**config.mk**
```make
export PLATFORM = sky130hd
export DESIGN_NAME = station_addr_filter
export DESIGN_NICKNAME = d
export VERILOG_FILES = /design/src/rtl/saf_pkg.sv /design/src/rtl/saf_loader.sv /design/src/rtl/saf_table.sv /design/src/rtl/saf_match.sv /design/src/rtl/station_addr_filter.sv
export SDC_FILE = /design/constraint.sdc
export NUM_CORES = 2
export LEC_CHECK = 0
export BUFFER_PORTS_ARGS = -buffer_cell sky130_fd_sc_hd__buf_2
export CORE_MARGIN = 4
export CORE_UTILIZATION = 30
export DETAILED_ROUTE_END_ITERATION = 16
export PLACE_DENSITY = 0.49
export SLEW_MARGIN = 10
export SYNTH_ARGS = -nofsm -noshare
export SYNTH_HDL_FRONTEND = slang
export SYNTH_SLANG_ARGS = --single-unit
```
**constraint.sdc**
```tcl
create_clock -name clk -period 5.2 [get_ports clk]
set_input_delay 0.26 -clock clk [delete_from_list [all_inputs] [get_ports clk]]
set_output_delay 0.26 -clock clk [all_outputs]
set_load 0.05 [all_outputs]
```
**src/rtl/saf_pkg.sv**
```systemverilog
package saf_pkg;
   typedef enum logic [1:0] {
      LD_IDLE  = 2'd0,
      LD_INDEX = 2'd1,
      LD_ADDR  = 2'd2,
      LD_MASK  = 2'd3
   } ld_state_e;
endpackage

```
**src/rtl/saf_loader.sv**
```systemverilog
module saf_loader #(
   parameter int ENTRIES = 16,
   parameter int WORD_W  = 16,
   parameter int ADDR_W  = 48,
   parameter int CNT_W   = 5,
   localparam int IDX_W  = (ENTRIES > 1) ? $clog2(ENTRIES) : 1,
   localparam int WORDS  = ADDR_W / WORD_W,
   localparam int WSEL_W = (WORDS > 1) ? $clog2(WORDS) : 1
) (
   input  logic               clk,
   input  logic               rst_n,
   input  logic               load_start,
   input  logic [WORD_W-1:0]  load_count,
   input  logic               load_valid,
   input  logic [WORD_W-1:0]  load_word,
   output logic               busy,
   output logic               done,
   output logic               wr_en,
   output logic [IDX_W-1:0]   wr_idx,
   output logic [ADDR_W-1:0]  wr_data,
   output logic               mask_we,
   output logic [ENTRIES-1:0] mask_data
);
   import saf_pkg::*;

   ld_state_e           state_q;
   logic [CNT_W-1:0]    cnt_q;
   logic [IDX_W-1:0]    idx_q;
   logic [WSEL_W-1:0]   wsel_q;
   logic [ADDR_W-1:0]   buf_q;
   logic                last_word;

   assign last_word = (wsel_q == WSEL_W'(WORDS - 1));
   assign busy      = (state_q != LD_IDLE);
   assign wr_en     = (state_q == LD_ADDR) && load_valid && last_word;
   assign wr_idx    = idx_q;
   assign wr_data   = {load_word, buf_q[ADDR_W-WORD_W-1:0]};
   assign mask_we   = (state_q == LD_MASK) && load_valid;
   assign mask_data = load_word[ENTRIES-1:0];

   always_ff @(posedge clk) begin
      if (!rst_n) begin
         state_q <= LD_IDLE;
         cnt_q   <= '0;
         idx_q   <= '0;
         wsel_q  <= '0;
         buf_q   <= '0;
         done    <= 1'b0;
      end else begin
         done <= 1'b0;
         unique case (state_q)
            LD_IDLE: begin
               if (load_start) begin
                  cnt_q   <= load_count[CNT_W-1:0];
                  state_q <= (load_count[CNT_W-1:0] != '0) ? LD_INDEX : LD_MASK;
               end
            end
            LD_INDEX: begin
               if (load_valid) begin
                  idx_q   <= load_word[IDX_W-1:0];
                  wsel_q  <= '0;
                  state_q <= LD_ADDR;
               end
            end
            LD_ADDR: begin
               if (load_valid) begin
                  buf_q[wsel_q*WORD_W +: WORD_W] <= load_word;
                  if (last_word) begin
                     cnt_q   <= cnt_q - 1'b1;
                     state_q <= (cnt_q != CNT_W'(1)) ? LD_INDEX : LD_MASK;
                  end else begin
                     wsel_q <= wsel_q + 1'b1;
                  end
               end
            end
            LD_MASK: begin
               if (load_valid) begin
                  state_q <= LD_IDLE;
                  done    <= 1'b1;
               end
            end
            default: state_q <= LD_IDLE;
         endcase
      end
   end
endmodule

```
**src/rtl/saf_table.sv**
```systemverilog
module saf_table #(
   parameter int ENTRIES    = 16,
   parameter int WORD_W     = 16,
   parameter int ADDR_W     = 48,
   parameter bit LITTLE_END = 1'b1,
   localparam int IDX_W     = (ENTRIES > 1) ? $clog2(ENTRIES) : 1,
   localparam int WORDS     = ADDR_W / WORD_W,
   localparam int HALF      = WORD_W / 2
) (
   input  logic                           clk,
   input  logic                           rst_n,
   input  logic                           wr_en,
   input  logic [IDX_W-1:0]               wr_idx,
   input  logic [ADDR_W-1:0]              wr_data,
   input  logic                           mask_we,
   input  logic [ENTRIES-1:0]             mask_data,
   input  logic                           rd_mode,
   input  logic [WORD_W-1:0]              rd_ptr,
   output logic [ENTRIES-1:0][ADDR_W-1:0] entries,
   output logic [ENTRIES-1:0]             en_mask,
   output logic [ADDR_W-1:0]              rd_words
);
   logic [ADDR_W-1:0] wr_addr;
   logic [ADDR_W-1:0] rd_entry;
   logic [ADDR_W-1:0] rd_conv;
   logic [IDX_W-1:0]  rd_sel;

   // Word-to-byte order of the stream, chosen at elaboration
   for (genvar w = 0; w < WORDS; w++) begin : g_word
      if (LITTLE_END) begin : g_le
         assign wr_addr[w*WORD_W +: WORD_W] = wr_data[w*WORD_W +: WORD_W];
         assign rd_conv[w*WORD_W +: WORD_W] = rd_entry[w*WORD_W +: WORD_W];
      end else begin : g_be
         assign wr_addr[w*WORD_W +: WORD_W] =
            {wr_data[w*WORD_W +: HALF], wr_data[w*WORD_W+HALF +: HALF]};
         assign rd_conv[w*WORD_W +: WORD_W] =
            {rd_entry[w*WORD_W +: HALF], rd_entry[w*WORD_W+HALF +: HALF]};
      end
   end

   for (genvar i = 0; i < ENTRIES; i++) begin : g_slot
      always_ff @(posedge clk) begin
         if (!rst_n) begin
            entries[i] <= '0;
         end else if (wr_en && (wr_idx == IDX_W'(i))) begin
            entries[i] <= wr_addr;
         end
      end
   end

   always_ff @(posedge clk) begin
      if (!rst_n) begin
         en_mask <= '0;
      end else if (mask_we) begin
         en_mask <= mask_data;
      end
   end

   assign rd_sel = rd_ptr[IDX_W-1:0];

   always_comb begin
      rd_entry = '0;
      for (int i = 0; i < ENTRIES; i++) begin
         if (rd_sel == IDX_W'(i)) rd_entry = entries[i];
      end
   end

   assign rd_words = rd_mode ? rd_conv : '0;
endmodule

```
**src/rtl/saf_match.sv**
```systemverilog
module saf_match #(
   parameter int ENTRIES = 16,
   parameter int ADDR_W  = 48
) (
   input  logic [ENTRIES-1:0][ADDR_W-1:0] entries,
   input  logic [ENTRIES-1:0]             en_mask,
   input  logic [ADDR_W-1:0]              addr,
   input  logic                           mode_promisc,
   input  logic                           mode_allmulti,
   input  logic                           mode_bcast,
   output logic                           accept,
   output logic                           is_bcast,
   output logic                           is_mcast
);
   logic [ENTRIES-1:0] hit;
   logic               group_bit;
   logic               all_ones;

   for (genvar i = 0; i < ENTRIES; i++) begin : g_cmp
      assign hit[i] = en_mask[i] && (entries[i] == addr);
   end

   assign group_bit = addr[0];
   assign all_ones  = &addr;

   assign accept = (mode_promisc  && !group_bit) ||
                   (mode_allmulti &&  group_bit) ||
                   (mode_bcast    &&  all_ones)  ||
                   (|hit);
   assign is_bcast = accept && all_ones;
   assign is_mcast = accept && group_bit && !all_ones;
endmodule

```
**src/rtl/station_addr_filter.sv**
```systemverilog
module station_addr_filter #(
   parameter int ENTRIES    = 16,
   parameter int WORD_W     = 16,
   parameter int ADDR_W     = 48,
   parameter int CNT_W      = 5,
   parameter bit LITTLE_END = 1'b1
) (
   input  logic              clk,
   input  logic              rst_n,
   input  logic              load_start,
   input  logic [WORD_W-1:0] load_count,
   input  logic              load_valid,
   input  logic [WORD_W-1:0] load_word,
   output logic              load_busy,
   output logic              load_done,
   input  logic              mode_promisc,
   input  logic              mode_allmulti,
   input  logic              mode_bcast,
   input  logic              flt_req,
   input  logic [ADDR_W-1:0] flt_addr,
   output logic              flt_valid,
   output logic              flt_accept,
   output logic              flt_bcast,
   output logic              flt_mcast,
   input  logic              ctl_reset_mode,
   input  logic [WORD_W-1:0] rd_ptr,
   output logic [WORD_W-1:0] rd_word0,
   output logic [WORD_W-1:0] rd_word1,
   output logic [WORD_W-1:0] rd_word2
);
   localparam int IDX_W = (ENTRIES > 1) ? $clog2(ENTRIES) : 1;
   localparam int WORDS = ADDR_W / WORD_W;

   // Elaboration-time parameter checks
   if (WORD_W % 16 != 0) begin : g_bad_word
      $error("WORD_W must be a multiple of 16");
   end
   if (ADDR_W != 3 * WORD_W) begin : g_bad_addr
      $error("ADDR_W must equal three load words");
   end
   if (ENTRIES < 1 || ENTRIES > WORD_W) begin : g_bad_entries
      $error("ENTRIES must fit in one mask word");
   end
   if (CNT_W < 1 || CNT_W > WORD_W) begin : g_bad_cnt
      $error("CNT_W out of range");
   end

   logic                           wr_en;
   logic [IDX_W-1:0]               wr_idx;
   logic [ADDR_W-1:0]              wr_data;
   logic                           mask_we;
   logic [ENTRIES-1:0]             mask_data;
   logic [ENTRIES-1:0][ADDR_W-1:0] entries;
   logic [ENTRIES-1:0]             en_mask;
   logic [ADDR_W-1:0]              rd_words;
   logic [ADDR_W-1:0]              look_addr;
   logic                           m_accept, m_bcast, m_mcast;
   logic                           pend_q;
   logic [ADDR_W-1:0]              hold_q;

   saf_loader #(
      .ENTRIES(ENTRIES), .WORD_W(WORD_W), .ADDR_W(ADDR_W), .CNT_W(CNT_W)
   ) i_loader (
      .clk(clk), .rst_n(rst_n),
      .load_start(load_start), .load_count(load_count),
      .load_valid(load_valid), .load_word(load_word),
      .busy(load_busy), .done(load_done),
      .wr_en(wr_en), .wr_idx(wr_idx), .wr_data(wr_data),
      .mask_we(mask_we), .mask_data(mask_data)
   );

   saf_table #(
      .ENTRIES(ENTRIES), .WORD_W(WORD_W), .ADDR_W(ADDR_W), .LITTLE_END(LITTLE_END)
   ) i_table (
      .clk(clk), .rst_n(rst_n),
      .wr_en(wr_en), .wr_idx(wr_idx), .wr_data(wr_data),
      .mask_we(mask_we), .mask_data(mask_data),
      .rd_mode(ctl_reset_mode), .rd_ptr(rd_ptr),
      .entries(entries), .en_mask(en_mask), .rd_words(rd_words)
   );

   assign look_addr = flt_req ? flt_addr : hold_q;

   saf_match #(
      .ENTRIES(ENTRIES), .ADDR_W(ADDR_W)
   ) i_match (
      .entries(entries), .en_mask(en_mask), .addr(look_addr),
      .mode_promisc(mode_promisc), .mode_allmulti(mode_allmulti),
      .mode_bcast(mode_bcast),
      .accept(m_accept), .is_bcast(m_bcast), .is_mcast(m_mcast)
   );

   // Lookup request: held while loading, resolved one cycle after idle
   always_ff @(posedge clk) begin
      if (!rst_n) begin
         pend_q     <= 1'b0;
         hold_q     <= '0;
         flt_valid  <= 1'b0;
         flt_accept <= 1'b0;
         flt_bcast  <= 1'b0;
         flt_mcast  <= 1'b0;
      end else begin
         flt_valid  <= 1'b0;
         flt_accept <= 1'b0;
         flt_bcast  <= 1'b0;
         flt_mcast  <= 1'b0;
         if (flt_req && load_busy) begin
            pend_q <= 1'b1;
            hold_q <= flt_addr;
         end else if (!load_busy && (flt_req || pend_q)) begin
            pend_q     <= 1'b0;
            flt_valid  <= 1'b1;
            flt_accept <= m_accept;
            flt_bcast  <= m_bcast;
            flt_mcast  <= m_mcast;
         end
      end
   end

   assign rd_word0 = rd_words[0*WORD_W +: WORD_W];
   assign rd_word1 = rd_words[1*WORD_W +: WORD_W];
   assign rd_word2 = rd_words[(WORDS-1)*WORD_W +: WORD_W];
endmodule

```
==> impl_metrics.sql <==
INSERT INTO impl_metrics (metric_group, metric, value, unit) VALUES
('power', 'ir_worst_vdd', '0.2613', 'mV'),
('global_route', 'globalRouteMet1Util', '0.4130', ''),
('worst_setup_path', 'reg2reg_depth', '8', ''),
('outcome', 'run_status', 'complete, no violations', ''),
('route', 'detailedRoute.firstPassIterationCount', '6', ''),
('route', 'starting_drt_drc_count', '6829', ''),
('floorplan', 'die_span_x', '409.2', 'microns'),
('sta', 'hold_ws', '74.69', 'ps'),
('worst_setup_path', 'crit_path_top_delay_cell', 'and2_1', ''),
('clocking', 'clk_transition_reported_paths', '60', 'ps'),
('worst_setup_path', 'critical_path_required', '4940', 'ps'),
('synth', 'postSynthRegisterBits', '883', ''),
('global_route', 'grt_pass1_vias', '43060', ''),
('floorplan', 'ios', '159', ''),
('route', 'drc', '0', ''),
('placement', 'port_buffers', '135', ''),
('hold_path', 'path_type_of_the_worst_min_delay_path', 'input port to register', ''),
('global_route', 'track_usage', '0.3124', ''),
('synth', 'syn-instance-count', '5992', ''),
('synth', 'synth_enable_flop_cells', '0', ''),
('floorplan', 'floorplan.initialDensity', '0.3034', ''),
('synth', 'ys_dominant_reg_cell', 'dfxtp_1', ''),
('synth', 'synth.top_cells.by_count', '1805 x nand2_1, 883 x dfxtp_1, 871 x a21boi_0', ''),
('synth', 'synthTopCellsByArea', 'dfxtp_1 37%, nand2_1 14%, a21boi_0 14%, xnor2_1 8.8%, xor2_1 4.6%', ''),
('flow_run', 'maximum_capacitance_violations', '0', ''),
('synth', 'synth_top_cell_area_share', '0.3661', ''),
('worst_setup_path', 'slowest_delay', '790', 'ps'),
('sta', 'grt_setup_unrepaired', 'no', ''),
('floorplan', 'die_height', '409.2', 'microns'),
('synth', 'synth_top_area_cell', 'dfxtp_1', ''),
('route', 'drt_wl_total', '273200', 'microns'),
('clocking', 'cts_max_level', '3', ''),
('route', 'vias_per_cell', '5.739', ''),
('sta', 'max_slew.worst_pin.slew', '1435', 'ps'),
('sta', 'fin_worst_skew', '44.16', 'ps'),
('power', 'power_density', '304.4', 'nW/um^2'),
('clocking', 'buffer_type_at_the_clock_tree_root', 'clkbuf_16', ''),
('clocking', 'cts_tree', 'done', ''),
('clocking', 'cts_buffers', '107', ''),
('worst_setup_path', 'worst_r2r_endpoint', 'flt_mcast$_SDFF_PP0_', ''),
('synth', 'async_flop_share', '0', ''),
('global_route', 'grt_busiest_layer', 'met2', ''),
('synth', 'yosysUniqueCellTypes', '64', ''),
('sta', 'finalWorstPathRequiredPeriod', '4203', 'ps'),
('route', 'routed_wire_length_per_instance', '33.20', 'microns'),
('clocking', 'post-cts-setup-buffer-count', '0', ''),
('global_route', 'groute.layer.met2.usage', '0.4687', ''),
('synth', 'synth_area', '48280', 'sq um'),
('hold_path', 'hold_path.startpoint', 'mode_bcast', ''),
('global_route', 'globalRouteMet3Util', '0.05717', ''),
('worst_setup_path', 'cp.buffers_inverters', '4', ''),
('synth', 'syn_area_per_cell', '8.057', 'sq um'),
('floorplan', 'placement_rows', '146', ''),
('worst_setup_path', 'crit_path_start_kind', 'input port', ''),
('synth', 'most_numerous_cell_in_the_yosys_netlist', 'nand2_1', ''),
('floorplan', 'placeableCoreArea', '159100', 'sq um'),
('global_route', 'global_route.overflow_total', '0', ''),
('power', 'static-leakage-power', '17.69', 'nW'),
('sta', 'drv_slew', '0', ''),
('floorplan', 'floorplan.die_area', '167400', 'sq um'),
('hold_path', 'hold_depth', '5', ''),
('worst_setup_path', 'timing.reg2reg.setup_slack', '1290', 'ps'),
('power', 'finalPower', '16.92', 'mW'),
('worst_setup_path', 'cp_cell_sequence', 'buf_2 -> and2_1 -> nand2_2 -> buf_4 -> o21ai_0 -> a31oi_1 -> buf_4 -> buf_2', ''),
('global_route', 'antenna_found_initial', '22', ''),
('route', 'route.antenna.remaining_nets', '0', ''),
('hold_path', 'hold_end', 'flt_accept$_SDFF_PP0_', ''),
('clocking', 'cts_hold_repair.buffers', '62', ''),
('global_route', 'pin_count_of_the_biggest_net_entering_global_routing', '243', ''),
('worst_setup_path', 'worst-path-max-fanout', '20', ''),
('finish', 'post_route_cell_area', '55600', 'sq um');
## cell families after synthesis
logic type,share of synthesized area
compound gates,0.2132
xor+xnor,0.1339
fa+ha+maj,0.001555
buf+inv,0.05093
flops,0.3661
mux,0.03219
simple gates,0.2021
## report_power, final
group	switching [mW]	internal (mW)	leakage (nW)	total, mW
sequential	0.0630	6.80	7.11	6.86
clock	3.33	4.44	1.71	7.77
combinational	1.58	0.711	8.87	2.29
total	4.97	11.9	17.7	16.9
## metrics by stage
step,worst slack (ps),utilization,std cells
3_3_place_gp,893.3,0.3235,7973
3_5_place_dp,837.3,0.3235,7973
6_report,996.6,0.3494,8230
2_1_floorplan,1755,-,5992
5_1_grt,1150,0.3494,8225
4_1_cts,1189,0.3494,8225
## worst min-delay path: cells and delay by family
family,cells,cell delay (ps)
buf+inv,1,80
compound gates,4,430
## layout make-up
type | count | area [sq um]
fill | 16620 | 103500
multi-input combinational | 4557 | 28460
sequential | 883 | 17680
timing repair buffer | 435 | 3217
clock buffer | 157 | 3127
tap | 2146 | 2685
clock inverter | 33 | 371.6
inverter | 14 | 52.55
antenna | 5 | 12.51
## sequential cells by signal, summed over array words and instances (netlist names), 2 cells and up
| name | flops |
|---|---|
| i_loader.buf_q | 32 |
| i_table.en_mask | 16 |
| i_loader.cnt_q | 5 |
| i_table.entries | 768 |
| i_loader.state_q | 2 |
| hold_q | 48 |
| i_loader.wsel_q | 2 |
| i_loader.wr_idx | 4 |
## worst max path at each step
stage,cells after the start,endpoint,slack [ps]
detailed placement,11,flt_mcast$_SDFF_PP0_,840
global route,11,rd_word0[1],1150
CTS,8,rd_word2[2],1190
finish,8,rd_word2[2],1000
global placement,11,flt_mcast$_SDFF_PP0_,890
floorplan,7,rd_word2[15],1760
## metal layers
layer / share of wire / up-vias
li1: - / 20400
met1: 0.40 / 23220
met2: 0.42 / 2921
met3: 0.10 / 679
met4: 0.075 / 14
met5: 0.00039 / -
## cell usage in the layout (no fill, tap or decap), types with 14 or more instances in the layout
cell              n
a221oi_1         49
inv_1            14
a21oi_1          78
a21boi_0        871
mux2i_4          48
dfxtp_1         882
nor2_4           14
clkbuf_16       108
clkinv_2         15
nor3_1           23
buf_2           131
a222oi_1         31
o221ai_1         33
clkbuf_8         24
nor4_1          138
o21ai_0          85
xnor2_1         483
a22oi_1         119
mux2i_1          30
and3_1           16
nand2_1        1795
clkbuf_1         25
xor2_1          255
a31oi_1          21
dlygate4sd3_1    62
o22ai_1          35
nand4_1         118
mux2_2           16
buf_4           231
nand3_1          92
nor2b_1          20
nor2_1           36
a22o_1           34
(Power assumes the default switching activity.)
